===== src/rtl/rr_pkg.sv =====
package rr_pkg;
  typedef enum logic {
    CLS_REQ = 1'b0,
    CLS_REP = 1'b1
  } msg_cls_e;
endpackage


===== src/rtl/rr_fifo.sv =====
module rr_fifo #(
  parameter int WIDTH = 8,
  parameter int DEPTH = 4,
  localparam int PTR_W = (DEPTH > 1) ? $clog2(DEPTH) : 1,
  localparam int CNT_W = $clog2(DEPTH + 1)
) (
  input  logic             clk_i,
  input  logic             rst_ni,
  input  logic             push_i,
  input  logic [WIDTH-1:0] din_i,
  input  logic             pop_i,
  output logic [WIDTH-1:0] dout_o,
  output logic             empty_o,
  output logic             full_o,
  output logic [CNT_W-1:0] count_o
);
  logic [WIDTH-1:0] mem_q [DEPTH];
  logic [PTR_W-1:0] wr_q, rd_q;
  logic [CNT_W-1:0] cnt_q;
  logic do_push, do_pop;

  function automatic logic [PTR_W-1:0] nxt(input logic [PTR_W-1:0] p);
    return (p == PTR_W'(DEPTH - 1)) ? '0 : p + 1'b1;
  endfunction

  assign empty_o = (cnt_q == '0);
  assign full_o  = (cnt_q == CNT_W'(DEPTH));
  assign count_o = cnt_q;
  assign dout_o  = mem_q[rd_q];
  assign do_push = push_i && !full_o;
  assign do_pop  = pop_i && !empty_o;

  always_ff @(posedge clk_i) begin
    if (do_push) mem_q[wr_q] <= din_i;
  end

  always_ff @(posedge clk_i or negedge rst_ni) begin
    if (!rst_ni) begin
      wr_q  <= '0;
      rd_q  <= '0;
      cnt_q <= '0;
    end else begin
      if (do_push) wr_q <= nxt(wr_q);
      if (do_pop)  rd_q <= nxt(rd_q);
      case ({do_push, do_pop})
        2'b10:   cnt_q <= cnt_q + 1'b1;
        2'b01:   cnt_q <= cnt_q - 1'b1;
        default: cnt_q <= cnt_q;
      endcase
    end
  end
endmodule


===== src/rtl/rr_src_credits.sv =====
module rr_src_credits #(
  parameter int N_SRC = 3,
  parameter int K_OUT = 2,
  parameter int SRC_W = 2,
  localparam int CNT_W = $clog2(K_OUT + 1)
) (
  input  logic                   clk_i,
  input  logic                   rst_ni,
  input  logic [SRC_W-1:0]       chk_src_i,
  output logic                   ok_o,
  input  logic                   take_i,
  input  logic                   rel_i,
  input  logic [SRC_W-1:0]       rel_src_i,
  output logic [N_SRC*CNT_W-1:0] cnt_flat_o
);
  for (genvar s = 0; s < N_SRC; s++) begin : g_src
    logic [CNT_W-1:0] c_q;
    logic take_hit, rel_hit;
    assign take_hit = take_i && (chk_src_i == SRC_W'(s));
    assign rel_hit  = rel_i && (rel_src_i == SRC_W'(s));
    always_ff @(posedge clk_i or negedge rst_ni) begin
      if (!rst_ni)                 c_q <= '0;
      else if (take_hit && !rel_hit) c_q <= c_q + 1'b1;
      else if (rel_hit && !take_hit) c_q <= c_q - 1'b1;
    end
    assign cnt_flat_o[s*CNT_W +: CNT_W] = c_q;
  end

  // out-of-range source numbers never match, so they are refused
  always_comb begin
    ok_o = 1'b0;
    for (int s = 0; s < N_SRC; s++) begin
      if (chk_src_i == SRC_W'(s))
        ok_o = (cnt_flat_o[s*CNT_W +: CNT_W] < CNT_W'(K_OUT));
    end
  end
endmodule


===== src/rtl/reqrep_sink.sv =====
module reqrep_sink #(
  parameter int N_SRC  = 3,
  parameter int K_OUT  = 2,
  parameter int TAG_W  = 4,
  parameter int DATA_W = 16,
  localparam int SRC_W = (N_SRC > 1) ? $clog2(N_SRC + 1) : 1
) (
  input  logic              clk_i,
  input  logic              rst_ni,
  input  logic              in_valid_i,
  input  logic              in_class_i,
  input  logic [SRC_W-1:0]  in_src_i,
  input  logic [TAG_W-1:0]  in_tag_i,
  input  logic [DATA_W-1:0] in_data_i,
  input  logic              rsp_slot_free_i,
  input  logic              req_ready_i,
  output logic              req_valid_o,
  output logic [SRC_W-1:0]  req_src_o,
  output logic [TAG_W-1:0]  req_tag_o,
  output logic [DATA_W-1:0] req_data_o,
  input  logic              rep_ready_i,
  output logic              rep_valid_o,
  output logic [SRC_W-1:0]  rep_src_o,
  output logic [TAG_W-1:0]  rep_tag_o,
  output logic [DATA_W-1:0] rep_data_o,
  output logic              nack_valid_o,
  output logic [SRC_W-1:0]  nack_src_o,
  output logic [TAG_W-1:0]  nack_tag_o
);
  import rr_pkg::*;

  localparam int REQ_DEPTH = K_OUT * N_SRC;
  localparam int REP_DEPTH = K_OUT;
  localparam int ITEM_W    = SRC_W + TAG_W + DATA_W;
  localparam int REQ_CW    = $clog2(REQ_DEPTH + 1);
  localparam int REP_CW    = $clog2(REP_DEPTH + 1);
  localparam int CRD_W     = $clog2(K_OUT + 1);

  logic is_req, is_rep, credit_ok, admit, refuse;
  logic [ITEM_W-1:0] in_item, req_item, rep_item;
  logic req_empty, req_full, rep_empty, rep_full;
  logic req_pop, rep_pop;
  logic [REQ_CW-1:0] req_count;
  logic [REP_CW-1:0] rep_count;
  logic [N_SRC*CRD_W-1:0] src_cnt_flat;

  assign is_req  = in_valid_i && (msg_cls_e'(in_class_i) == CLS_REQ);
  assign is_rep  = in_valid_i && (msg_cls_e'(in_class_i) == CLS_REP);
  assign admit   = is_req && credit_ok;
  assign refuse  = is_req && !credit_ok;
  assign in_item = {in_src_i, in_tag_i, in_data_i};

  rr_src_credits #(.N_SRC(N_SRC), .K_OUT(K_OUT), .SRC_W(SRC_W)) u_credits (
    .clk_i      (clk_i),
    .rst_ni     (rst_ni),
    .chk_src_i  (in_src_i),
    .ok_o       (credit_ok),
    .take_i     (admit),
    .rel_i      (req_pop),
    .rel_src_i  (req_src_o),
    .cnt_flat_o (src_cnt_flat)
  );

  rr_fifo #(.WIDTH(ITEM_W), .DEPTH(REQ_DEPTH)) u_req_q (
    .clk_i   (clk_i),
    .rst_ni  (rst_ni),
    .push_i  (admit),
    .din_i   (in_item),
    .pop_i   (req_pop),
    .dout_o  (req_item),
    .empty_o (req_empty),
    .full_o  (req_full),
    .count_o (req_count)
  );

  rr_fifo #(.WIDTH(ITEM_W), .DEPTH(REP_DEPTH)) u_rep_q (
    .clk_i   (clk_i),
    .rst_ni  (rst_ni),
    .push_i  (is_rep),
    .din_i   (in_item),
    .pop_i   (rep_pop),
    .dout_o  (rep_item),
    .empty_o (rep_empty),
    .full_o  (rep_full),
    .count_o (rep_count)
  );

  // offer a request only if its response has somewhere to go
  assign req_valid_o = !req_empty && rsp_slot_free_i;
  assign req_pop     = req_valid_o && req_ready_i;
  assign {req_src_o, req_tag_o, req_data_o} = req_item;

  assign rep_valid_o = !rep_empty;
  assign rep_pop     = rep_valid_o && rep_ready_i;
  assign {rep_src_o, rep_tag_o, rep_data_o} = rep_item;

  always_ff @(posedge clk_i or negedge rst_ni) begin
    if (!rst_ni) begin
      nack_valid_o <= 1'b0;
      nack_src_o   <= '0;
      nack_tag_o   <= '0;
    end else begin
      nack_valid_o <= refuse;
      if (refuse) begin
        nack_src_o <= in_src_i;
        nack_tag_o <= in_tag_i;
      end
    end
  end
endmodule


===== config.mk =====
export PLATFORM = sky130hd
export DESIGN_NAME = reqrep_sink
export DESIGN_NICKNAME = d
export VERILOG_FILES = /design/src/rtl/rr_pkg.sv /design/src/rtl/rr_fifo.sv /design/src/rtl/rr_src_credits.sv /design/src/rtl/reqrep_sink.sv
export SDC_FILE = /design/constraint.sdc
export NUM_CORES = 1
export LEC_CHECK = 0
export ABC_AREA = 1
export CORE_UTILIZATION = 50
export DETAILED_ROUTE_END_ITERATION = 12
export HOLD_SLACK_MARGIN = 0.02
export PLACE_DENSITY_LB_ADDON = 0.3
export SLEW_MARGIN = 20
export SYNTH_ARGS = -nofsm -noshare
export SYNTH_HDL_FRONTEND = slang
export SYNTH_HIERARCHICAL = 1
export SYNTH_SLANG_ARGS = --single-unit

===== constraint.sdc =====
create_clock -name clk_i -period 6.2 [get_ports clk_i]
set_input_delay 0.62 -clock clk_i [delete_from_list [all_inputs] [get_ports clk_i]]
set_output_delay 0.62 -clock clk_i [all_outputs]
set_load 0.05 [all_outputs]

==> metrics.csv, run 1 <==
stage,metric,value,unit
outcome,status,completed,
sta,final setup vio count,0,
synthesis,Syn Nets,799,
drt,initial detailed-routing violation count,417,
worst_setup_path,critical path arrival,3.39,ns
clock_tree,CTS Buffer Depth,3,
sta,TNS Setup,0,ns
place,final HPWL from detailed placement,9800,µm
clock_tree,postcts setup bufs,0,
place,PortBufs,81,
sta,final hold vios,0,
die,Die Y,132,µm
synthesis,syn_area_per_cell,11.1,µm²
global_routing,first-pass GRT wire length,27700,µm
clock_tree,"Hold-fix buffers, CTS",0,
clock_tree,worst skew pair latency,0.50,ns
synthesis,yosys warns,6,
sta,relative slew slack,23.7,%
worst_setup_path,CP cell instances,inv_1 -> nand3_1 -> nand3_1 -> clkdlybuf4s50_1,
worst_setup_path,WS Path Type,reg -> out,
clock_tree,total number of H-tree levels,1,
die,I/O pins,82,
die,Initial Util,51.1,%
cells_and_area,final antenna diode count,0,
global_routing,residual overflow from global routing,0,
die,die area,17500,µm²
drt,via count,5548,
min_path,Hold WC Path Type,reg -> reg,
synthesis,Synth Instances,764,
worst_setup_path,Most Frequent Cell on Critical Path,nand3_1,
clock_tree,post_cts resized,0,
worst_setup_path,"Req. time, crit path",5.58,ns
global_routing,gr usage total,20.5,%
sta,Worst Skew,0.0172,ns
worst_setup_path,"CP delay by family, top",buffers and inverters,
die,core area,16600,µm²
clock_tree,clk slew on worst S/H paths,0.06,ns
clock_tree,total clock sinks,202,
sta,Final Max Slew Viols,0,
sta,Hold Worst Slack,0.468,ns
run,MaxCap Viol Count,0,
drt,DR vias/cell,5.11,
power_and_ir_drop,Max rail drop VDD,315,µV
cells_and_area,# nets final,885,
worst_setup_path,Critical-path top delay cell,dfrtp_1,
sta,RSZ-0062 raised after global routing,false,
cells_and_area,fill cell count,1269,
worst_setup_path,CP Capture Type,output pin,
place,GPL Wtd Cong,0.769,
sta,Final Cycle Share,64.6,%
power_and_ir_drop,pwr dens,533,nW/µm²
global_routing,vias in the first global route,5208,
drt,DRC viols,0,
cells_and_area,area of the multi-input gates,2090,µm²
cells_and_area,share of layout cells above drive strength 1,10.2,%
drt,TritonRoute pass-1 iters,5,
sta,"Min Clock Period, post-route",4.01,ns
global_routing,largest net degree at the start of global routing,93,
worst_setup_path,"critical path fanouts, max",26,
clock_tree,CTS tree,yes,
drt,final antenna-violating net count,0,
cells_and_area,FF/Latch Area,5940,µm²
worst_setup_path,"Largest stage delay, worst path",0.98,ns
worst_setup_path,Critical Path Start Type,flop,
die,chip width,132,µm
sta,Max Fclk,250,MHz
power_and_ir_drop,Lkg Pwr,0.00422,µW
drt,routed wire length,17400,µm
synthesis,Synth Cell Area,8470,µm²
sta,Least-Margin Pin Slew,1.14,ns
clock_tree,TritonCTS Buffers,22,
global_routing,initial antenna violation count,0,
die,Rows,47,
power_and_ir_drop,Overall Power,5490,µW
worst_setup_path,CP bufs+invs,2,
cells_and_area,Area Overhead vs Synth,21.5,%
clock_tree,clk root buf,clkbuf_16,
drt,Routed wire per std cell,16.0,µm
-- final cells by class --
cell class | count | share of cell area [%]
inverter | 71 | 2.61
clock inverter | 14 | 2.43
timing repair buffer | 91 | 8.60
tap | 220 | 2.67
sequential | 202 | 57.7
clock buffer | 26 | 5.70
multi-input combinational | 462 | 20.3
-- layout by cell type (no fill, tap or decap), types with 2 or more instances in the layout --
master and count:
nand3_1 85, clkinv_1 6, nand2_1 306, nand4_1 11
nor3_2 4, nand2_2 4, nor2_1 6, clkbuf_16 23
inv_1 62, or2_2 22, clkdlybuf4s50_1 81, o21ai_1 2
ha_1 5, dfrtp_1 24, nor2_2 3, dfrtp_2 2
clkbuf_1 3, xnor2_1 5, bufinv_16 7, nor3_1 3
edfxtp_1 176, inv_2 7, buf_4 10
-- sequential cells by signal, summed over array words and instances, names as in the netlist --
name	flops
u_req_q/rd_q	3
u_rep_q/mem_q	44
u_rep_q/rd_q	1
u_rep_q/count_o	2
u_req_q/mem_q	132
nack_src_o	2
nack_tag_o	4
nack_valid_o	1
u_credits/g_src.c_q	6
u_req_q/count_o	3
u_rep_q/wr_q	1
u_req_q/wr_q	3
-- worst paths after layout --
path                                         start                        end  slack, ns  cells past startpoint
worst max-delay path               u_req_q/rd_q[2]               req_src_o[1]       2.19                      4
worst min-delay path            u_rep_q/count_o[1]         u_rep_q/count_o[1]       0.47                      2
worst max register to register     u_req_q/rd_q[2]  u_credits/g_src[0].c_q[1]       3.14                     10
worst min register to register  u_rep_q/count_o[1]         u_rep_q/count_o[1]       0.47                      2
max in group asynchronous                   rst_ni            u_req_q/rd_q[1]       5.40                      2
min in group asynchronous                   rst_ni  u_credits/g_src[1].c_q[1]       0.50                      2
-- stage by stage --
stage	area (µm²)	utilization (%)	setup WS (ns)	std cells
after floorplan	8470	-	2.98	764
after CTS	10300	62.0	2.01	1086
final	10300	62.1	2.19	1086
after detailed placement	9450	57.0	2.50	1046
after global placement	9450	57.0	2.57	1046
after global routing	10300	62.1	1.97	1086
-- power breakdown --
part           switching, µW  internal, µW
Clock                    508           968
Combinational           1570           675
Sequential               127          1640
Total                   2210          3280
-- tightest hold or removal path, stage by stage, from the launching register on --
cell	delay [ns]
dfrtp_1	0.34
nand2_1	0.05
nand2_1	0.05
-- routing by layer --
| layer | routed length, µm | GRT usage (%) | up-vias | share of wire (%) |
|---|---|---|---|---|
| met2 | 8450 | 33.8 | 172 | 49 |
| met4 | 339 | 5.36 | 0 | 2.0 |
| met5 | 0 | 0 | - | 0 |
| met1 | 7550 | 28.3 | 2645 | 43 |
| li1 | - | - | 2702 | - |
| met3 | 1020 | 3.38 | 29 | 5.9 |
Power figures use the tool's default switching activity.
==> run 2: changes to the inputs <==
- clock period: 6.2 -> 3.8 ns (I/O delays scaled with it)
==> metrics.csv, run 2 (synthesis results as in run 1) <==
stage,metric,value,unit
drt,Routed wire per std cell,16.1,µm
power_and_ir_drop,pwr dens,847,nW/µm²
global_routing,gr usage total,21.0,%
cells_and_area,design area,10200,µm²
cells_and_area,Area Overhead vs Synth,20.9,%
sta,setup ws final,0.562,ns
sta,relative slew slack,60.0,%
sta,Final Cycle Share,85.2,%
sta,Max Fclk,309,MHz
clock_tree,CTS Buffer Depth,3,
place,final HPWL from detailed placement,10400,µm
worst_setup_path,critical path arrival,2.86,ns
sta,final hold vios,0,
clock_tree,TritonCTS Buffers,21,
sta,TNS Setup,0,ns
cells_and_area,area of the multi-input gates,2090,µm²
min_path,Hold WC Path Type,in -> async,
place,Place WS,0.813,ns
run,MaxCap Viol Count,0,
cells_and_area,FF/Latch Area,5940,µm²
clock_tree,total clock sinks,202,
worst_setup_path,WS Path Type,reg -> out,
cells_and_area,Top Registers,"u_req_q/mem_q x132, u_rep_q/mem_q x44, u_credits/g_src.c_q x6",
cells_and_area,# nets final,894,
cells_and_area,"commonest non-fill, non-tap cell in the layout",nand2_1,
die,I/O pins,82,
sta,Final Max Slew Viols,0,
cells_and_area,Final Instance Count excl. Fillers,1093,
worst_setup_path,r2r worst-path depth,13,
worst_setup_path,flop2flop setup slack,1.34,ns
power_and_ir_drop,Lkg Pwr,0.00422,µW
power_and_ir_drop,Net Sw Power,3600,µW
die,Initial Util,51.1,%
die,die area,17500,µm²
worst_setup_path,"Req. time, crit path",3.42,ns
global_routing,vias in the first global route,5408,
drt,DR vias/cell,5.11,
global_routing,first-pass GRT wire length,28400,µm
die,chip width,132,µm
drt,TritonRoute pass-1 iters,5,
power_and_ir_drop,sw frac,41.5,%
clock_tree,CTS tree,yes,
drt,final antenna-violating net count,0,
clock_tree,clk slew on worst S/H paths,0.06,ns
power_and_ir_drop,Logic pwr share,44.0,%
die,Rows,47,
clock_tree,postcts setup bufs,0,
die,Die Y,132,µm
clock_tree,post_cts resized,0,
worst_setup_path,Critical Path Start Type,flop,
drt,routed wire length,17600,µm
place,GPL Wtd Cong,0.764,
cells_and_area,final antenna diode count,0,
place,PortBufs,81,
global_routing,initial antenna violation count,0,
cells_and_area,fill cell count,1302,
power_and_ir_drop,Max rail drop VDD,542,µV
worst_setup_path,Critical R2R Capture,u_req_q/count_o[2],
power_and_ir_drop,Int Pwr,5080,µW
power_and_ir_drop,Seq pwr share,32.5,%
sta,final setup vio count,0,
outcome,status,completed,
global_routing,largest net degree at the start of global routing,93,
drt,via count,5585,
drt,DRC viols,0,
cells_and_area,Largest register FFs,132,
worst_setup_path,CP Capture Type,output pin,
worst_setup_path,FF-to-FF Start,u_req_q/count_o[1],
cells_and_area,share of layout cells above drive strength 1,11.0,%
sta,Least-Margin Pin Slew,0.599,ns
worst_setup_path,"critical path fanouts, max",14,
global_routing,residual overflow from global routing,0,
place,cell area after placement,9550,µm²
cells_and_area,most frequent cells in the layout,"nand2_1, edfxtp_1, nand3_1, clkdlybuf4s50_1, inv_1",
place,Post-Place Cells,1056,
cells_and_area,Largest Register,u_req_q/mem_q,
clock_tree,worst skew pair latency,0.48,ns
sta,RSZ-0062 raised after global routing,false,
sta,"Min Clock Period, post-route",3.24,ns
drt,initial detailed-routing violation count,358,
die,core area,16600,µm²
sta,Worst Skew,0.00725,ns
clock_tree,"Hold-fix buffers, CTS",0,
clock_tree,clk root buf,clkbuf_16,
power_and_ir_drop,clock share of power,23.6,%
clock_tree,total number of H-tree levels,1,
-- run 2: power by group through the flow --
stage	Sequential (µW)	Combinational, µW	Clock (µW)
floorplan	2900	2620	0
global placement	2850	3780	0
detailed placement	2860	3820	0
CTS	2810	3840	2080
global route	2840	4100	2170
finish	2820	3810	2040
-- run 2: worst max path at each step --
stage,from,end,slack [ns],cells past startpoint
6_report,u_req_q/rd_q[2],req_data_o[7],0.56,5
5_1_grt,u_req_q/rd_q[2],req_data_o[7],0.44,5
4_1_cts,u_req_q/rd_q[2],req_data_o[7],0.55,5
3_5_place_dp,in_src_i[1],u_req_q/count_o[2],0.81,14
3_3_place_gp,in_src_i[1],u_req_q/count_o[2],0.93,14
2_1_floorplan,in_src_i[1],u_req_q/mem_q[0][0],0.82,7
-- run 2: through the flow --
| stage | hold WS (ns) | total power (µW) | utilization (%) |
|---|---|---|---|
| 3_3_place_gp | 0.454 | 6630 | 57.6 |
| 6_report | 0.270 | 8670 | 61.8 |
| 3_5_place_dp | 0.459 | 6680 | 57.6 |
| 4_1_cts | 0.271 | 8730 | 61.8 |
| 2_1_floorplan | 0.0844 | 5520 | - |
| 5_1_grt | 0.313 | 9110 | 61.8 |
-- run 2: critical path, stage by stage, from the launching register on --
cell,delay [ns]
dfrtp_1,0.53
nor2_2,0.48
buf_4,0.33
nand3_1,0.10
nand3_1,0.12
clkdlybuf4s50_1,0.81
-- run 2: layer usage --
layer | vias to the layer above | part of all wire, % | wire length [µm] | GRT usage, %
met5 | - | 0 | 0 | 0
met3 | 28 | 6.1 | 1080 | 3.04
li1 | 2710 | - | - | -
met2 | 176 | 47 | 8340 | 34.7
met1 | 2671 | 44 | 7750 | 29.1
met4 | 0 | 2.4 | 429 | 6.39
-- run 2: area by class of cell --
class	instances	share of cell area, %
Sequential cell	202	58.0
Inverter	71	2.63
Timing Repair Buffer	101	9.62
Clock buffer	25	5.47
Tap cell	220	2.69
Clock inverter	12	1.27
Multi-Input combinational cell	462	20.4
